===== src/rtl/fcd_pkg.sv =====
package fcd_pkg;

  typedef enum logic [2:0] {
    OP_NONE   = 3'd0,
    OP_PROG   = 3'd1,
    OP_CHIP   = 3'd2,
    OP_SECT   = 3'd3,
    OP_LOCK   = 3'd4,
    OP_SUSP   = 3'd5,
    OP_RESUME = 3'd6
  } op_kind_e;

  typedef enum logic [2:0] {
    ST_IDLE,
    ST_UNL1,
    ST_UNL2,
    ST_PGM,
    ST_EXT3,
    ST_EXT4,
    ST_EXT5
  } seq_st_e;

  localparam logic [7:0] CD_KEY1    = 8'hAA;
  localparam logic [7:0] CD_KEY2    = 8'h55;
  localparam logic [7:0] CD_PROG    = 8'hA0;
  localparam logic [7:0] CD_EXT     = 8'h80;
  localparam logic [7:0] CD_PID_IN  = 8'h90;
  localparam logic [7:0] CD_PID_OUT = 8'hF0;
  localparam logic [7:0] CD_CHIP    = 8'h10;
  localparam logic [7:0] CD_SECT    = 8'h30;
  localparam logic [7:0] CD_LOCK    = 8'h60;
  localparam logic [7:0] CD_SUSP    = 8'hB0;

endpackage


===== src/rtl/fcd_lock_table.sv =====
module fcd_lock_table #(
  parameter int ADDR_W      = 20,
  parameter int SMALL_CNT   = 8,
  parameter int SMALL_SHIFT = 12,
  parameter int BIG_SHIFT   = 15
) (
  input  logic                          clk,
  input  logic                          rst_n,
  input  logic                          set_en,
  input  logic [ADDR_W-SMALL_SHIFT-1:0] sect_addr,
  output logic                          hit
);

  localparam int BIG_W    = ADDR_W - BIG_SHIFT;
  localparam int SUB_W    = BIG_SHIFT - SMALL_SHIFT;
  localparam int NUM_SECT = SMALL_CNT + (1 << BIG_W) - 1;
  localparam int SECT_W   = $clog2(NUM_SECT);

  logic [BIG_W-1:0]    big_part;
  logic [SUB_W-1:0]    sub_part;
  logic [SECT_W-1:0]   idx;
  logic [NUM_SECT-1:0] sel;
  logic [NUM_SECT-1:0] lock_q;

  assign big_part = sect_addr[ADDR_W-SMALL_SHIFT-1:SUB_W];
  assign sub_part = sect_addr[SUB_W-1:0];

  // Bottom region is split into small sectors, the rest into large ones.
  always_comb begin
    if (big_part == '0) idx = SECT_W'(sub_part);
    else                idx = SECT_W'(SMALL_CNT - 1) + SECT_W'(big_part);
  end

  for (genvar i = 0; i < NUM_SECT; i++) begin : g_sel
    assign sel[i] = (idx == SECT_W'(i));
  end

  always_ff @(posedge clk or negedge rst_n) begin
    if (!rst_n) begin
      lock_q <= '0;
    end else if (set_en) begin
      lock_q <= lock_q | sel;
    end
  end

  assign hit = |(lock_q & sel);

endmodule


===== src/rtl/fcd_seq.sv =====
module fcd_seq
  import fcd_pkg::*;
#(
  parameter int              ADDR_W = 20,
  parameter int              DATA_W = 16,
  parameter int              CMP_W  = 11,
  parameter logic [CMP_W-1:0] KEY_A = 11'h555,
  parameter logic [CMP_W-1:0] KEY_B = 11'h2AA
) (
  input  logic              clk,
  input  logic              rst_n,
  input  logic              wr_en,
  input  logic [ADDR_W-1:0] wr_addr,
  input  logic [DATA_W-1:0] wr_data,
  input  logic              prog_busy,
  input  logic              erase_busy,
  input  logic              tgt_locked,
  output logic              lock_set,
  output logic              op_valid,
  output logic [2:0]        op_kind,
  output logic [ADDR_W-1:0] op_addr,
  output logic [DATA_W-1:0] op_data,
  output logic              op_locked,
  output logic              pid_mode,
  output logic              sp_mode
);

  seq_st_e  st_q, st_d;
  logic     pid_q, pid_d;
  logic     sp_q, sp_d;
  logic     susp_q, susp_d;
  op_kind_e kind_d, kind_q;
  logic     fire, valid_q, locked_q, locked_d;
  logic [ADDR_W-1:0] addr_q;
  logic [DATA_W-1:0] data_q;

  logic [CMP_W-1:0] cyc_a;
  logic [7:0]       cyc_c;
  logic             at_a, at_b, take;

  assign cyc_a = wr_addr[CMP_W-1:0];
  assign cyc_c = wr_data[7:0];
  assign at_a  = (cyc_a == KEY_A);
  assign at_b  = (cyc_a == KEY_B);
  assign take  = wr_en && !prog_busy;

  always_comb begin
    st_d     = st_q;
    pid_d    = pid_q;
    sp_d     = sp_q;
    susp_d   = susp_q;
    kind_d   = OP_NONE;
    lock_set = 1'b0;
    if (take) begin
      if (sp_q) begin
        kind_d = OP_PROG;
      end else begin
        st_d = ST_IDLE;
        unique case (st_q)
          ST_IDLE: begin
            if (at_a && cyc_c == CD_KEY1) begin
              st_d = ST_UNL1;
            end else if (cyc_c == CD_PID_OUT) begin
              pid_d = 1'b0;
            end else if (cyc_c == CD_SUSP) begin
              if (erase_busy && !susp_q) begin
                kind_d = OP_SUSP;
                susp_d = 1'b1;
              end
            end else if (cyc_c == CD_SECT) begin
              if (susp_q) begin
                kind_d = OP_RESUME;
                susp_d = 1'b0;
              end
            end
          end
          ST_UNL1: if (at_b && cyc_c == CD_KEY2) st_d = ST_UNL2;
          ST_UNL2: begin
            if (at_a) begin
              if      (cyc_c == CD_PROG)    st_d  = ST_PGM;
              else if (cyc_c == CD_EXT)     st_d  = ST_EXT3;
              else if (cyc_c == CD_PID_IN)  pid_d = 1'b1;
              else if (cyc_c == CD_PID_OUT) pid_d = 1'b0;
            end
          end
          ST_PGM:  kind_d = OP_PROG;
          ST_EXT3: if (at_a && cyc_c == CD_KEY1) st_d = ST_EXT4;
          ST_EXT4: if (at_b && cyc_c == CD_KEY2) st_d = ST_EXT5;
          ST_EXT5: begin
            if (at_a && cyc_c == CD_CHIP) begin
              if (!susp_q) kind_d = OP_CHIP;
            end else if (cyc_c == CD_SECT) begin
              if (!susp_q) kind_d = OP_SECT;
            end else if (cyc_c == CD_LOCK) begin
              kind_d   = OP_LOCK;
              lock_set = 1'b1;
            end else if (at_a && cyc_c == CD_PROG) begin
              sp_d = 1'b1;
            end
          end
          default: st_d = ST_IDLE;
        endcase
      end
    end
  end

  assign fire     = (kind_d != OP_NONE);
  assign locked_d = tgt_locked && (kind_d == OP_PROG || kind_d == OP_SECT);

  always_ff @(posedge clk or negedge rst_n) begin
    if (!rst_n) begin
      st_q     <= ST_IDLE;
      pid_q    <= 1'b0;
      sp_q     <= 1'b0;
      susp_q   <= 1'b0;
      valid_q  <= 1'b0;
      kind_q   <= OP_NONE;
      locked_q <= 1'b0;
      addr_q   <= '0;
      data_q   <= '0;
    end else begin
      st_q     <= st_d;
      pid_q    <= pid_d;
      sp_q     <= sp_d;
      susp_q   <= susp_d;
      valid_q  <= fire;
      kind_q   <= kind_d;
      locked_q <= locked_d;
      if (fire) begin
        addr_q <= wr_addr;
        data_q <= wr_data;
      end
    end
  end

  assign op_valid  = valid_q;
  assign op_kind   = kind_q;
  assign op_addr   = addr_q;
  assign op_data   = data_q;
  assign op_locked = locked_q;
  assign pid_mode  = pid_q;
  assign sp_mode   = sp_q;

endmodule


===== src/rtl/flash_cmd_decoder.sv =====
module flash_cmd_decoder #(
  parameter int ADDR_W      = 20,
  parameter int DATA_W      = 16,
  parameter int CMP_W       = 11,
  parameter int SMALL_CNT   = 8,
  parameter int SMALL_SHIFT = 12,
  parameter int BIG_SHIFT   = 15
) (
  input  logic              clk,
  input  logic              rst_n,
  input  logic              wr_en,
  input  logic [ADDR_W-1:0] wr_addr,
  input  logic [DATA_W-1:0] wr_data,
  input  logic              prog_busy,
  input  logic              erase_busy,
  output logic              op_valid,
  output logic [2:0]        op_kind,
  output logic [ADDR_W-1:0] op_addr,
  output logic [DATA_W-1:0] op_data,
  output logic              op_locked,
  output logic              pid_mode,
  output logic              sp_mode
);

  logic [1:0] rst_sync_q;
  logic       core_rst_n;
  logic       lock_set;
  logic       tgt_locked;

  always_ff @(posedge clk or negedge rst_n) begin
    if (!rst_n) rst_sync_q <= 2'b00;
    else        rst_sync_q <= {rst_sync_q[0], 1'b1};
  end
  assign core_rst_n = rst_sync_q[1];

  fcd_lock_table #(
    .ADDR_W      (ADDR_W),
    .SMALL_CNT   (SMALL_CNT),
    .SMALL_SHIFT (SMALL_SHIFT),
    .BIG_SHIFT   (BIG_SHIFT)
  ) u_lock (
    .clk       (clk),
    .rst_n     (core_rst_n),
    .set_en    (lock_set),
    .sect_addr (wr_addr[ADDR_W-1:SMALL_SHIFT]),
    .hit       (tgt_locked)
  );

  fcd_seq #(
    .ADDR_W (ADDR_W),
    .DATA_W (DATA_W),
    .CMP_W  (CMP_W)
  ) u_seq (
    .clk        (clk),
    .rst_n      (core_rst_n),
    .wr_en      (wr_en),
    .wr_addr    (wr_addr),
    .wr_data    (wr_data),
    .prog_busy  (prog_busy),
    .erase_busy (erase_busy),
    .tgt_locked (tgt_locked),
    .lock_set   (lock_set),
    .op_valid   (op_valid),
    .op_kind    (op_kind),
    .op_addr    (op_addr),
    .op_data    (op_data),
    .op_locked  (op_locked),
    .pid_mode   (pid_mode),
    .sp_mode    (sp_mode)
  );

endmodule


===== config.mk =====
export PLATFORM = sky130hd
export DESIGN_NAME = flash_cmd_decoder
export DESIGN_NICKNAME = d
export VERILOG_FILES = /design/src/rtl/fcd_pkg.sv /design/src/rtl/fcd_lock_table.sv /design/src/rtl/fcd_seq.sv /design/src/rtl/flash_cmd_decoder.sv
export SDC_FILE = /design/constraint.sdc
export NUM_CORES = 1
export LEC_CHECK = 0
export ABC_AREA = 1
export BUFFER_PORTS_ARGS = -buffer_cell sky130_fd_sc_hd__clkbuf_2
export CAP_MARGIN = 20
export CORE_UTILIZATION = 52
export DETAILED_ROUTE_END_ITERATION = 12
export PLACE_DENSITY_LB_ADDON = 0.1
export SLEW_MARGIN = 30
export SYNTH_ARGS = -nofsm -noshare
export SYNTH_HDL_FRONTEND = slang
export SYNTH_SLANG_ARGS = --single-unit

===== constraint.sdc =====
create_clock -name clk -period 6.6 [get_ports clk]
set_input_delay 1.32 -clock clk [delete_from_list [all_inputs] [get_ports clk]]
set_output_delay 1.32 -clock clk [all_outputs]
set_load 0.01 [all_outputs]

After elaboration in Yosys (flattened, before gate mapping). Index checks and enable logic that the tools add are counted. Widths: inputs -> output; s select.

Register bits: 88. Output and inout bits: 43. Word-level logic and storage cells: 145.

Add/subtract/negate cells: 1. Eq/ne operators: 63. Mux-type cells: 45. Bitwise logic cells: 5. Reduce and logical (&&, ||, !) cells: 20.

Operators with widths (count): $eq 6x5->1 const B (16); $eq 6x4->1 const B (8); $eq 8x8->1 const B (6); $mux 3 (16); $eq 6x6->1 const B (7); $and 39x39->39 (1); $or 39x39->39 (1); $reduce_or 39->1 (1); $eq 6x3->1 const B (4); $mux 1 (22); $eq 8x7->1 const B (2); $pmux 3 s5 (1); $reduce_and 7->1 (2); $eq 6x2->1 const B (2); $eq 11x10->1 const B (1); $eq 11x11->1 const B (1); $eq 3x2->1 const B (3); $eq 3x3->1 const B (3); $pmux 3 s3 (1); $eq 8x5->1 const B (1); $eq 8x6->1 const B (1); $ne 2x2->1 const B (4); $logic_and 1x1->1 (7); $add 3x5->6 const A (1); 15 further kinds (22).

Logic depth before layout (Yosys ltp).
Depth after elaboration: 12. Gate-level depth with buffers: 18. Mapped depth without buffers: 18.

Modules after synthesis. A second synthesis with hierarchy kept.

Cells, all modules: 559. Area total of the unflattened synthesis: 4685.7 um^2.

By module, submodules not included: fcd_seq (instances 1, cells each 309, area an instance 2476.1 um^2, sequential area each 1176.1 um^2); fcd_lock_table (instances 1, cells each 247, area an instance 2155.8 um^2, sequential area each 975.9 um^2); flash_cmd_decoder (instances 1, cells each 3, area an instance 53.8 um^2, sequential area each 50.0 um^2).

Worst setup path before layout. OpenSTA, ideal clock, no wires.

Path type: input to register. Start point: input port wr_addr[15]. End point: register u_seq.locked_q (netlist: u_seq.op_locked). Arrival time: 2.781 ns. Required time: 6.487 ns. Setup slack: 3.706 ns. Cell stages on the path: 17. Cell sequence: inv_1 ha_1 inv_2 nor2_4 nand2_4 nand2_1 nand2_2 nand2_2 nor2_2 nand3_1 nand2_1 nor2_1 nand2_1 nor2_1 nand3_1 nand2_1 inv_1.

Cells in the longest elaborated chain, start to end: 6.

RTL lines: start, declared (RTL line flash_cmd_decoder.sv:12) `input logic [ADDR_W-1:0] wr_addr,`; $add 3x5->6 / $logic_not 5->1 (equally long branches) (RTL line fcd_lock_table.sv:31, fcd_lock_table.sv:30); $mux 6 (*) (RTL line fcd_lock_table.sv:30) `if (big_part == '0) idx = SECT_W'(sub_part);`; $eq 6x1->1 (tied with other cells) (RTL line fcd_lock_table.sv:35) `assign sel[i] = (idx == SECT_W'(i));`; $and 39x39->39 (*) (RTL line fcd_lock_table.sv:46) `assign hit = |(lock_q & sel);`; $reduce_or 39->1 (*) (RTL line fcd_lock_table.sv:46); $logic_and 1x1->1 (*) (RTL line fcd_seq.sv:108) `assign locked_d = tgt_locked && (kind_d == OP_PROG || kind_d == OP_SECT);`; net u_seq.locked_d (RTL line fcd_seq.sv:33) `logic fire, valid_q, locked_q, locked_d;`; end signal, assigned (RTL line fcd_seq.sv:128) `locked_q <= locked_d;`; end, declared (RTL line fcd_seq.sv:33).

Mark *: on every way through the listed nets, which the timed path passes. The rest lies on a longest branch. A chain may end at the register's enable or synchronous reset.

Final worst setup path. Ends and elaborated chain as after synthesis.

==> out/summary.json <==
{
  "worstSetupPathType": {"value": "primary input to flip-flop"},
  "power.sequential.fraction": {"value": 47.4, "unit": "%"},
  "cts_resized": {"value": 0},
  "drc": {"value": 4},
  "post_synth.cell_area_avg": {"value": 8.48, "unit": "µm²"},
  "portBuffers": {"value": 83},
  "fillerInstances": {"value": 807},
  "grt_overflow": {"value": 0},
  "cp_num_buf_inv": {"value": 4},
  "setup_tns": {"value": 0, "unit": "ns"},
  "antenna_found_initial": {"value": 0},
  "post_synth_main_area_contributors": {"value": "sky130_fd_sc_hd__dfrtp_1 (45%), sky130_fd_sc_hd__nand2_1 (8.8%), sky130_fd_sc_hd__o21ai_2 (6.7%), sky130_fd_sc_hd__o21bai_1 (6.0%), sky130_fd_sc_hd__inv_1 (6.0%)"},
  "part_of_the_cycle_the_worst_path_needs": {"value": 49.7, "unit": "%"},
  "htree_levels": {"value": 3},
  "cap_violations": {"value": 0},
  "crit_path_max_fanout": {"value": 16},
  "postCtsSetupBuffers": {"value": 0},
  "power_leakage": {"value": 2.75, "unit": "nW"},
  "critical_path_arrival": {"value": 3.58, "unit": "ns"},
  "dp_hpwl": {"value": 7770, "unit": "µm"},
  "antennaDiodeCount": {"value": 0},
  "hold_ws": {"value": 0.364, "unit": "ns"},
  "synth_fp_nets": {"value": 613},
  "status": {"value": "finished, violations left"},
  "layout_commonest_cell": {"value": "sky130_fd_sc_hd__nand2_1"},
  "floorplan.die.width": {"value": 98.5, "unit": "µm"},
  "crit_top_cell": {"value": "sky130_fd_sc_hd__nand2_1"},
  "finalCoreUtilization": {"value": 62.7, "unit": "%"},
  "floorplan.io_pins": {"value": 84},
  "fin_nets": {"value": 692},
  "hold_class": {"value": "flip-flop to flip-flop"},
  "vias_per_cell": {"value": 5.34},
  "rsz0062_at_grt": {"value": "false"},
  "final.min_clock_period": {"value": 3.28, "unit": "ns"},
  "crit_chain": {"value": "clkbuf_2, inv_1, ha_1, nand2_1, nand2_1, nand2_1, nand2_1, nor2_1, buf_4, nand4_1, nand2_1, nor2_1, nand2_1, nor2_1, nand3_1, nand2_1, inv_1"},
  "crit_path_top_delay_cell": {"value": "sky130_fd_sc_hd__nor2_1"},
  "cp_slowest_stage_delay": {"value": 0.69, "unit": "ns"},
  "yosys.cell_types.count": {"value": 37},
  "register_bit_total_from_synthesis": {"value": 88},
  "failing_checks": {"value": "design-rule violations"},
  "design.die.area": {"value": 0.00970, "unit": "mm²"},
  "numClockSinks": {"value": 88},
  "p_int": {"value": 0.876, "unit": "mW"},
  "syn-cell-area": {"value": 0.00484, "unit": "mm²"},
  "fin_cells": {"value": 763},
  "holdBufCountCts": {"value": 0},
  "std_cell_rows": {"value": 34},
  "grt_first_pass_wirelength": {"value": 18700, "unit": "µm"},
  "clk_path_buf_depth": {"value": 2},
  "post-place-cells": {"value": 746},
  "critical_path_startpoint_category": {"value": "primary input"},
  "drtIter0Drc": {"value": 199},
  "synth.top_cell.area_share": {"value": 45.5, "unit": "%"},
  "clock-skew-final": {"value": 0.0140, "unit": "ns"},
  "power_per_cell_area": {"value": 223, "unit": "mW/mm²"},
  "relSlewSlack": {"value": 39.6, "unit": "%"},
  "worst_skew_pair.late_latency": {"value": 0.37, "unit": "ns"},
  "wl_per_cell": {"value": 14.4, "unit": "µm"},
  "route.antenna.remaining_nets": {"value": 0},
  "die-height": {"value": 98.5, "unit": "µm"},
  "first_global_vias": {"value": 3811},
  "area.growth.synth_to_final": {"value": 14.5, "unit": "%"},
  "syn-instance-count": {"value": 571},
  "synth-warning-count": {"value": 0},
  "hold_violations": {"value": 0},
  "p_sw_share": {"value": 29.1, "unit": "%"},
  "power": {"value": 1.24, "unit": "mW"},
  "pwr-share-clk": {"value": 36.1, "unit": "%"},
  "mostFrequentLayoutCells": {"value": "sky130_fd_sc_hd__nand2_1 (114), sky130_fd_sc_hd__dfrtp_1 (87), sky130_fd_sc_hd__clkbuf_2 (83)"},
  "clk_transition_reported_paths": {"value": 0.09, "unit": "ns"},
  "final_max_slew_viol_count": {"value": 0},
  "synth_largest_area_cell": {"value": "sky130_fd_sc_hd__dfrtp_1"},
  "grt_start_max_net_pins": {"value": 87},
  "tritoncts": {"value": "built"},
  "worst_pin_slew": {"value": 0.903, "unit": "ns"},
  "synth-seq-area-share": {"value": 45.5, "unit": "%"},
  "grt.total_usage": {"value": 24.2, "unit": "%"},
  "numCtsBuffers": {"value": 9},
  "clk_root_buf": {"value": "sky130_fd_sc_hd__clkbuf_8"},
  "drive_above_1_share": {"value": 29.5, "unit": "%"},
  "routed-via-count": {"value": 4072},
  "routed_wl": {"value": 11000, "unit": "µm"},
  "placeableCoreArea": {"value": 0.00885, "unit": "mm²"},
  "cp_top_family": {"value": "simple AND/OR/NAND/NOR gates"},
  "gp_congestion": {"value": 0.949},
  "power_switching": {"value": 0.360, "unit": "mW"},
  "irDropWorstVdd": {"value": 0.0000957, "unit": "V"},
  "finalSetupViolations": {"value": 0},
  "crit_path_end_kind": {"value": "flip-flop"},
  "initial_utilization": {"value": 54.7, "unit": "%"},
  "comb_power_share": {"value": 16.4, "unit": "%"},
  "critical_path_required": {"value": 6.90, "unit": "ns"},
  "dr.pass1.iters": {"value": 13},
  "peak_clock_frequency_supported_by_timing": {"value": 0.305, "unit": "GHz"}
}
[cells in the mapped netlist]
cell / instances
sky130_fd_sc_hd__o31ai_4: 1
sky130_fd_sc_hd__nand3b_1: 2
sky130_fd_sc_hd__ha_1: 1
sky130_fd_sc_hd__nand4_1: 27
sky130_fd_sc_hd__nand3_1: 48
sky130_fd_sc_hd__conb_1: 1
sky130_fd_sc_hd__o2111ai_1: 1
sky130_fd_sc_hd__clkinv_1: 1
sky130_fd_sc_hd__o22ai_1: 1
sky130_fd_sc_hd__buf_2: 9
sky130_fd_sc_hd__o21bai_1: 39
sky130_fd_sc_hd__dfrtp_1: 88
sky130_fd_sc_hd__a31oi_1: 1
sky130_fd_sc_hd__nor2_4: 11
sky130_fd_sc_hd__o31ai_1: 2
sky130_fd_sc_hd__clkbuf_1: 3
sky130_fd_sc_hd__nor3_4: 2
sky130_fd_sc_hd__inv_2: 8
sky130_fd_sc_hd__nor2_2: 11
sky130_fd_sc_hd__o21ai_0: 8
sky130_fd_sc_hd__nor4_1: 3
sky130_fd_sc_hd__a21oi_2: 1
sky130_fd_sc_hd__o21ai_2: 37
sky130_fd_sc_hd__nand2_4: 1
sky130_fd_sc_hd__or2_0: 1
sky130_fd_sc_hd__o2111ai_2: 1
sky130_fd_sc_hd__nand2_2: 13
sky130_fd_sc_hd__inv_1: 77
sky130_fd_sc_hd__buf_6: 7
sky130_fd_sc_hd__nand3_4: 1
sky130_fd_sc_hd__nor3_2: 1
sky130_fd_sc_hd__nand3_2: 1
sky130_fd_sc_hd__o21ai_1: 1
sky130_fd_sc_hd__nor2_1: 35
sky130_fd_sc_hd__nor3_1: 7
sky130_fd_sc_hd__a21oi_1: 5
sky130_fd_sc_hd__nand2_1: 114
[state kept, by name, indices dropped and copies added, names as in the netlist]
name / cells
u_seq.susp_q: 1
rst_sync_q: 2
u_seq.op_addr: 20
u_lock.lock_q: 39
u_seq.op_valid: 1
u_seq.op_kind: 3
u_seq.sp_mode: 1
u_seq.pid_mode: 1
u_seq.op_locked: 1
u_seq.st_q: 3
u_seq.op_data: 16
[routing by layer]
metal	share of wire [%]	wire, µm	track usage [%]	up-vias
met5	0	0	0	-
met4	2.1	227	9.76	0
met2	44	4800	35.6	123
li1	-	-	-	2021
met3	4.2	465	3.05	24
met1	50	5470	36.3	1904
[power groups by stage]
stage / clock network, mW / logic (mW) / registers (mW)
after detailed placement: 0 / 0.203 / 0.598
final: 0.446 / 0.203 / 0.586
after floorplan: 0 / 0.113 / 0.617
after global routing: 0.473 / 0.226 / 0.590
after global placement: 0 / 0.200 / 0.597
after CTS: 0.452 / 0.204 / 0.587
[path summary, 6_finish.rpt]
check	end	slack, ns	from	depth (start not counted)
worst max register to register	u_seq.op_addr[13]$_DFFE_PN0P_	4.35	u_seq.st_q[0]$_DFFE_PN0P_	11
max in group asynchronous	u_lock.lock_q[20]$_DFFE_PN0P_	5.59	rst_sync_q[1]$_DFF_PN0_	1
worst max-delay path	u_seq.op_locked$_DFF_PN0_	3.32	wr_addr[15]	17
min in group asynchronous	u_lock.lock_q[36]$_DFFE_PN0P_	0.46	rst_sync_q[1]$_DFF_PN0_	1
worst min-delay path	rst_sync_q[1]$_DFF_PN0_	0.36	rst_sync_q[0]$_DFF_PN0_	0
worst min register to register	rst_sync_q[1]$_DFF_PN0_	0.36	rst_sync_q[0]$_DFF_PN0_	0
[metrics by stage]
step	worst slack, ns	cell area, µm²
floorplan	3.71	4840
CTS	3.15	5530
detailed placement	2.79	5290
global route	3.02	5550
global placement	2.88	5290
finish	3.32	5550
[worst register-to-register path, stage by stage (launching register included)]
cell                       delay (ns)
sky130_fd_sc_hd__dfrtp_1         0.49
sky130_fd_sc_hd__nor2_2          0.19
sky130_fd_sc_hd__inv_2           0.07
sky130_fd_sc_hd__nor2_4          0.15
sky130_fd_sc_hd__inv_2           0.07
sky130_fd_sc_hd__nor2_2          0.18
sky130_fd_sc_hd__nand3b_1        0.16
sky130_fd_sc_hd__nand2_1         0.10
sky130_fd_sc_hd__nand3_4         0.28
sky130_fd_sc_hd__buf_12          0.32
sky130_fd_sc_hd__nand2_1         0.14
sky130_fd_sc_hd__o21ai_2         0.06
[logic make-up after synthesis]
group	share of synthesized area [%]
AOI/OAI and AO/OA	15.9
adders and majority gates	0.258
buffers and inverters	9.45
DFF	45.5
other	0.0774
and+or+nand+nor	28.9
[layout make-up]
class,instances,area [µm²],area share [%]
timing repair buffer,87,462,8.32
multi-input combinational,378,2180,39.4
clock inverter,5,86.3,1.56
clock buffer,11,151,2.73
inverter,86,323,5.82
sequential,88,2210,39.8
tap,108,135,2.44
No activity file was read; power rests on OpenSTA's default activity.
